===== config.mk =====
export PLATFORM = sky130hd
export DESIGN_NAME = phase_freq_disc
export DESIGN_NICKNAME = d
export VERILOG_FILES = /design/src/rtl/disc_pkg.sv /design/src/rtl/disc_cfg_decode.sv /design/src/rtl/disc_phase_scale.sv /design/src/rtl/disc_history.sv /design/src/rtl/disc_round_sat.sv /design/src/rtl/phase_freq_disc.sv
export SDC_FILE = /design/constraint.sdc
export NUM_CORES = 1
export LEC_CHECK = 0
export BUFFER_PORTS_ARGS = -buffer_cell sky130_fd_sc_hd__buf_2
export CORE_MARGIN = 1.5
export CORE_UTILIZATION = 63
export CTS_BUF_LIST = sky130_fd_sc_hd__clkbuf_8
export DETAILED_ROUTE_END_ITERATION = 8
export PLACE_DENSITY = 0.83
export REMOVE_ABC_BUFFERS = 1
export SLEW_MARGIN = 10
export SYNTH_ARGS = -nofsm -noshare
export SYNTH_HDL_FRONTEND = slang
export SYNTH_HIERARCHICAL = 1
export SYNTH_SLANG_ARGS = --single-unit

===== constraint.sdc =====
create_clock -name clk -period 3 [get_ports clk]
set_input_delay 0.15 -clock clk [delete_from_list [all_inputs] [get_ports clk]]
set_output_delay 0.15 -clock clk [all_outputs]
set_load 0.03 [all_outputs]

===== src/rtl/disc_pkg.sv =====
package disc_pkg;
  localparam int CTRL_W = 17;

  typedef enum logic [1:0] {
    MUL_X1 = 2'b00,
    MUL_X2 = 2'b01,
    MUL_X4 = 2'b10,
    MUL_X8 = 2'b11
  } mul_sel_e;

  // Filter settings forwarded to the next stage
  typedef struct packed {
    logic [2:0] decim;
    logic       even_sym;
    logic       symmetric;
    logic [5:0] taps;
  } fir_cfg_t;

  // Packed so that the field positions match the control word
  typedef struct packed {
    mul_sel_e   mul;
    logic       enable;
    fir_cfg_t   fir;
    logic [2:0] span;
  } disc_cfg_t;
endpackage


===== src/rtl/disc_cfg_decode.sv =====
module disc_cfg_decode
  import disc_pkg::*;
(
  input  logic [CTRL_W-1:0] ctrl_word,
  output mul_sel_e          mul_sel,
  output logic              enable,
  output logic [2:0]        span,
  output fir_cfg_t          fir_cfg
);
  disc_cfg_t cfg;

  always_comb begin
    cfg     = disc_cfg_t'(ctrl_word);
    mul_sel = cfg.mul;
    enable  = cfg.enable;
    span    = cfg.span;
    fir_cfg = cfg.fir;
  end
endmodule


===== src/rtl/disc_phase_scale.sv =====
module disc_phase_scale
  import disc_pkg::*;
#(
  parameter int PH_W = 18
) (
  input  logic [PH_W-1:0] phase,
  input  mul_sel_e        mul_sel,
  output logic [PH_W-1:0] scaled
);
  // A left shift inside a fixed width is the multiply modulo one turn
  always_comb begin
    case (mul_sel)
      MUL_X1:  scaled = phase;
      MUL_X2:  scaled = phase << 1;
      MUL_X4:  scaled = phase << 2;
      MUL_X8:  scaled = phase << 3;
      default: scaled = phase;
    endcase
  end
endmodule


===== src/rtl/disc_history.sv =====
module disc_history #(
  parameter int W     = 18,
  parameter int DEPTH = 8,
  localparam int IDX_W = $clog2(DEPTH)
) (
  input  logic             clk,
  input  logic             rst_n,
  input  logic             shift_en,
  input  logic [W-1:0]     din,
  input  logic [IDX_W-1:0] rd_idx,
  output logic [W-1:0]     dout
);
  logic [DEPTH-1:0][W-1:0] line_q;
  logic [DEPTH-1:0][W-1:0] line_d;

  assign line_d[0] = shift_en ? din : line_q[0];

  for (genvar g = 1; g < DEPTH; g++) begin : g_stage
    assign line_d[g] = shift_en ? line_q[g-1] : line_q[g];
  end

  always_ff @(posedge clk or negedge rst_n) begin
    if (!rst_n) line_q <= '0;
    else        line_q <= line_d;
  end

  assign dout = line_q[rd_idx];


  history_hold_chk: assert property (@(posedge clk) disable iff (!rst_n)
    !shift_en |=> $stable(line_q));
endmodule


===== src/rtl/disc_round_sat.sv =====
module disc_round_sat #(
  parameter int IN_W  = 18,
  parameter int OUT_W = 16,
  localparam int SH   = IN_W - OUT_W
) (
  input  logic             clk,
  input  logic             rst_n,
  input  logic             in_vld,
  input  logic [IN_W-1:0]  diff,
  output logic             out_vld,
  output logic [OUT_W-1:0] out_word
);
  localparam logic [IN_W:0] RND = (IN_W+1)'(1) << (SH - 1);
  localparam logic [OUT_W-1:0] POS_MAX = {1'b0, {(OUT_W-1){1'b1}}};

  logic [IN_W:0]    sum;
  logic [OUT_W:0]   quot;
  logic             pos_ovf;
  logic [OUT_W-1:0] rounded;
  logic             vld_d;
  logic [OUT_W-1:0] word_d;

  always_comb begin
    sum     = {diff[IN_W-1], diff} + RND;
    quot    = sum[IN_W:SH];
    pos_ovf = !quot[OUT_W] && quot[OUT_W-1];
    rounded = pos_ovf ? POS_MAX : quot[OUT_W-1:0];
    vld_d   = in_vld;
    word_d  = in_vld ? rounded : out_word;
  end

  always_ff @(posedge clk or negedge rst_n) begin
    if (!rst_n) begin
      out_vld  <= 1'b0;
      out_word <= '0;
    end else begin
      out_vld  <= vld_d;
      out_word <= word_d;
    end
  end


  no_pos_wrap_chk: assert property (@(posedge clk) disable iff (!rst_n)
    (in_vld && !diff[IN_W-1]) |=> !out_word[OUT_W-1]);
endmodule


===== src/rtl/phase_freq_disc.sv =====
module phase_freq_disc
  import disc_pkg::*;
#(
  parameter int PH_W       = 18,
  parameter int OUT_W      = 16,
  parameter int HIST_DEPTH = 8
) (
  input  logic              clk,
  input  logic              rst_n,
  input  logic [PH_W-1:0]   phase_in,
  input  logic              phase_vld,
  input  logic [CTRL_W-1:0] ctrl_word,
  output logic [OUT_W-1:0]  freq_out,
  output logic              freq_vld,
  output logic [5:0]        fir_taps,
  output logic              fir_symmetric,
  output logic              fir_even,
  output logic [2:0]        fir_decim
);
  localparam int IDX_W = $clog2(HIST_DEPTH);

  mul_sel_e         mul_sel;
  logic             enable;
  logic [2:0]       span;
  fir_cfg_t         fir_cfg;
  logic [PH_W-1:0]  scaled;
  logic [PH_W-1:0]  prev;
  logic [IDX_W-1:0] rd_idx;
  logic             accept;
  logic [PH_W-1:0]  diff_d, diff_q;
  logic             s1_vld_d, s1_vld_q;

  disc_cfg_decode u_dec (
    .ctrl_word (ctrl_word),
    .mul_sel   (mul_sel),
    .enable    (enable),
    .span      (span),
    .fir_cfg   (fir_cfg)
  );

  assign fir_taps      = fir_cfg.taps;
  assign fir_symmetric = fir_cfg.symmetric;
  assign fir_even      = fir_cfg.even_sym;
  assign fir_decim     = fir_cfg.decim;

  disc_phase_scale #(.PH_W(PH_W)) u_scale (
    .phase   (phase_in),
    .mul_sel (mul_sel),
    .scaled  (scaled)
  );

  assign accept = phase_vld && enable;
  assign rd_idx = (span == 3'd0) ? '0 : IDX_W'(span - 3'd1);

  disc_history #(.W(PH_W), .DEPTH(HIST_DEPTH)) u_hist (
    .clk      (clk),
    .rst_n    (rst_n),
    .shift_en (accept),
    .din      (scaled),
    .rd_idx   (rd_idx),
    .dout     (prev)
  );

  always_comb begin
    s1_vld_d = accept;
    diff_d   = accept ? (scaled - prev) : diff_q;
  end

  always_ff @(posedge clk or negedge rst_n) begin
    if (!rst_n) begin
      s1_vld_q <= 1'b0;
      diff_q   <= '0;
    end else begin
      s1_vld_q <= s1_vld_d;
      diff_q   <= diff_d;
    end
  end

  disc_round_sat #(.IN_W(PH_W), .OUT_W(OUT_W)) u_round (
    .clk      (clk),
    .rst_n    (rst_n),
    .in_vld   (s1_vld_q),
    .diff     (diff_q),
    .out_vld  (freq_vld),
    .out_word (freq_out)
  );


  always_comb begin
    scale_low_bits_chk: assert ((scaled & PH_W'((1 << mul_sel) - 1)) == '0);
  end


  out_latency_chk: assert property (@(posedge clk) disable iff (!rst_n)
    freq_vld |-> $past(accept, 2));


  stage_follow_chk: assert property (@(posedge clk) disable iff (!rst_n)
    s1_vld_q |=> freq_vld);
endmodule


# == Word level (Yosys, flattened, before mapping) ==
# Index checks and enable logic that the tools add are counted.
# op_classes
eq_ne,3
n_reduce_logical,5
n_lt_le_gt_ge,1
mux,5
add_sub_neg,3
# ops
cell,count
18-bit one-hot mux with 4 select lines,1
18-bit binary-select mux with 3-bit select,1
18-bit by 3-bit adder with 19-bit output (second input constant),1
18-bit two-way mux,1
18-bit subtractor,1
16-bit two-way mux,1
2-bit equality test (second input constant),2
3-bit by 4-bit < comparator with 1-bit output (second input constant),1
3-bit logical NOT,1
3-bit two-way mux,1
3-bit by 1-bit subtractor with 3-bit output (second input constant),1
2-bit by 1-bit equality test with 1-bit output (second input constant),1
1-bit logical AND,2
2-bit logical NOT,1
1-bit logical NOT,1
# totals
regBits,180
inputBits,38
output_inout_bits,28
word_cells,29

# == Longest topological paths before layout ==
# depth
ltp_word,5
depth_mapped,17
mapped_depth_nobuf,14

# == Hierarchy ==
# Netlist, hierarchy kept.
# modules_own_cells
mod,cells_per_inst,instances,area_each_um2
disc_history,368,1,6523.8
phase_freq_disc,204,1,1720.4
disc_round_sat,105,1,959.7
disc_phase_scale,34,1,401.6
disc_cfg_decode,17,1,127.6

# == Least setup slack after synthesis ==
# OpenSTA, ideal clock, no wires.
# synth_timing
path_kind,input to register
startpoint,input port ctrl_word[2]
endpoint,register diff_q[16]
stages,17
path_buffers,3
t_arrival_ns,3.101
setup_slack_ns,-0.227
path_cell_list,buf_4 > inv_1 > ha_1 > nor2_1 > buf_6 > buf_6 > mux4_1 > mux2_2 > ha_1 > inv_1 > fa_1 > a211oi_1 > o21a_1 > nand2b_4 > o22ai_2 > a21oi_1 > a311o_1
# synth_between
elab_chain_cells,5
elab_cells_between_ends,6
# synth_lines
item,line_no,text
"start, declared",phase_freq_disc.sv:12,"input logic [CTRL_W-1:0] ctrl_word,"
3-bit logical NOT,phase_freq_disc.sv:53,assign rd_idx = (span == 3'd0) ? '0 : IDX_W'(span - 3'd1);
3-bit two-way mux,phase_freq_disc.sv:53,
net rd_idx[0],phase_freq_disc.sv:28,logic [IDX_W-1:0] rd_idx;
18-bit binary-select mux with 3-bit select,disc_history.sv:27,assign dout = line_q[rd_idx];
18-bit two-way mux (not written as such),disc_history.sv:27,
net prev[0],phase_freq_disc.sv:27,logic [PH_W-1:0] prev;
18-bit subtractor,phase_freq_disc.sv:66,diff_d = accept ? (scaled - prev) : diff_q;
"end signal, assigned",phase_freq_disc.sv:75,diff_q <= diff_d;
"end, declared",phase_freq_disc.sv:30,"logic [PH_W-1:0] diff_d, diff_q;"
# The timed path passes the listed nets, and every way through them passes these cells. The select of a mux whose other input is x is not followed.
# A chain may end at the register's enable or synchronous reset.

# == Worst setup path after layout ==
# layout_timing
startpoint,input port ctrl_word[2]
endpoint,register diff_q[10]
# The elaborated chain is that of the path after synthesis.

==> results.py <==
metrics = {
    "outcome": {
        "status": "finished, final reports clean",
    },
    "job": {
        "maxCapViolCount": 0,
    },
    "grt": {
        "antenna_found_initial": 0,
        "busiest_layer": "met2",
        "grt_max_degree": 78,
        "grtUsageMet1_pct": 33.0,
        "grt_pass1_wl_um": 32500,
        "grt_pass1_vias": 6583,
        "overflow": 0,
        "grtUsageMet2_pct": 43.2,
        "grt_usage_pct": 25.5,
        "met3_usage_pct": 4.94,
    },
    "critical_path": {
        "worstPathRequired_ns": 3.35,
        "cp_max_fo": 6,
        "crit_start": "ctrl_word[2]",
        "endpoint_kind": "flop",
        "r2r_start": "u_hist/line_q[2]",
        "cp-start-kind": "primary input",
        "path_class": "in2reg",
        "cp_data_arrival_time_ns": 3.26,
    },
    "layout": {
        "multi_input_area_um2": 4750,
        "finalNetCount": 850,
        "diodes": 0,
        "final_cell_mix": "dfrtp_1 (179), mux2_2 (163), buf_4 (52)",
        "layout_commonest_cell": "dfrtp_1",
        "drive_above_1_share_pct": 40.0,
        "fill_cells": 983,
        "area_growth_pct": 10.3,
        "regArea_um2": 4480,
    },
    "timing": {
        "tns_ns": 0,
        "setup_viol_count_final": 0,
        "hold_viol": 0,
        "final_max_slew_viol_count": 0,
        "slew_headroom_pct": 58.0,
        "tightest_slew_ns": 0.631,
        "max_freq_mhz": 343,
        "layout_min_cycle_time_ns": 2.92,
        "period_share_pct": 97.2,
        "fin_worst_skew_ns": 0.00916,
    },
    "floorplan": {
        "die-area_um2": 16100,
        "start_util_pct": 64.0,
        "die_height_um": 127,
        "design.core.area_um2": 15100,
        "io_pins": 66,
        "die_w_um": 127,
        "rows": 45,
    },
    "synth": {
        "synth_area_um2": 9700,
        "yosys_warnings": 6,
        "syn_inst": 725,
        "syn_area_per_cell_um2": 13.4,
    },
    "routing": {
        "vias_per_cell": 6.20,
        "drc": 0,
        "routed_wl_um": 19200,
        "drtAntennaViolNets": 0,
        "drtPass1Iterations": 5,
        "wire_per_inst_um": 19.4,
        "first_iter_violations": 320,
        "num_vias": 6149,
    },
    "place": {
        "place_congestion": 0.970,
        "port_buffers": 43,
        "dp_hpwl_um": 13700,
    },
    "clock_network": {
        "cts.path.max_buffers": 2,
        "post-cts-setup-buffers": 0,
        "path_clk_slew_ns": 0.09,
        "clockRootBuffer": "clkbuf_8",
        "cts_sinks": 179,
        "cts.htree.levels": 4,
        "cts_tree": "built",
        "clk_latency_ns": 0.46,
        "cts-buffers-inserted": 17,
    },
    "hold_path": {
        "hp-start": "ctrl_word[14]",
        "hp-class": "in2reg",
    },
    "power": {
        "p_per_area_nw_per_um2": 863,
        "finalPower_mw": 9.23,
        "power.leakage_nw": 4.77,
        "peakVddDrop_v": 0.000370,
    },
}
-- power breakdown --
part	leakage (nW)	internal, mW	total (mW)	switching (mW)
clock	0.179	0.647	1.48	0.838
sequential	2.17	3.37	4.13	0.755
combinational	2.42	1.98	3.62	1.65
-- critical path, stage by stage --
cell	delay [ns]
buf_2	0.09
inv_1	0.05
ha_1	0.22
nor2_4	0.15
buf_4	0.19
mux4_1	0.56
mux2_2	0.28
inv_1	0.10
ha_1	0.29
a211oi_1	0.32
o21a_1	0.22
o21ai_1	0.11
o31ai_1	0.30
xnor2_1	0.17
o21ai_1	0.07
-- cell type report --
| cell class | instances | share of cell area, % |
|---|---|---|
| clock buffer | 21 | 2.70 |
| clock inverter | 11 | 0.596 |
| tap | 188 | 2.20 |
| multi-input combinational | 461 | 44.4 |
| sequential | 179 | 41.9 |
| timing repair buffer | 104 | 7.23 |
| inverter | 28 | 1.03 |
-- flip-flops by register name, indices dropped and copies added (netlist names) --
signal / flops
diff_q: 17
s1_vld_q: 1
u_hist/line_q: 144
u_round/out_vld: 1
u_round/out_word: 16
-- final timing paths --
path                                         to  slack [ns]  depth (start not counted)
max                                  diff_q[10]        0.08                         15
min                                    s1_vld_q        0.14                          3
max reg2reg                          diff_q[10]        0.12                         10
min reg2reg                u_round/out_word[15]        0.50                          1
max in group asynchronous     u_hist/line_q[16]        1.80                          3
min in group asynchronous     u_hist/line_q[81]        0.24                          2
-- what timing repair did --
| action | 4_1_cts | 5_1_grt |
|---|---|---|
| hold buffers | 1 | 0 |
| endpoints found under the setup margin | 0 | 4 |
| endpoints found under the hold margin | 66 | 0 |
| gates resized for setup | 0 | 3 |
-- metal layers --
| layer | vias up | wire [um] | part of all wire [%] |
|---|---|---|---|
| li1 | 2796 | - | - |
| met1 | 3165 | 8360 | 43 |
| met2 | 151 | 9720 | 51 |
| met3 | 37 | 741 | 3.8 |
| met4 | 0 | 427 | 2.2 |
| met5 | - | 0 | 0 |
-- metrics by stage --
step           cell area [um^2]  hold WS (ns)  utilization (%)  cells  setup WS [ns]
6_report                  10700         0.136             70.6    992         0.0842
5_1_grt                   10700         0.136             70.6    992      -0.000495
4_1_cts                   10700         0.116             70.6    992          0.118
3_5_place_dp              10300         0.194             68.2    959         -0.360
3_3_place_gp              10300         0.171             68.2    959         -0.241
2_1_floorplan              9310        -0.146                -    668          -1.75
Note: power is estimated with default switching activity, not from simulation.
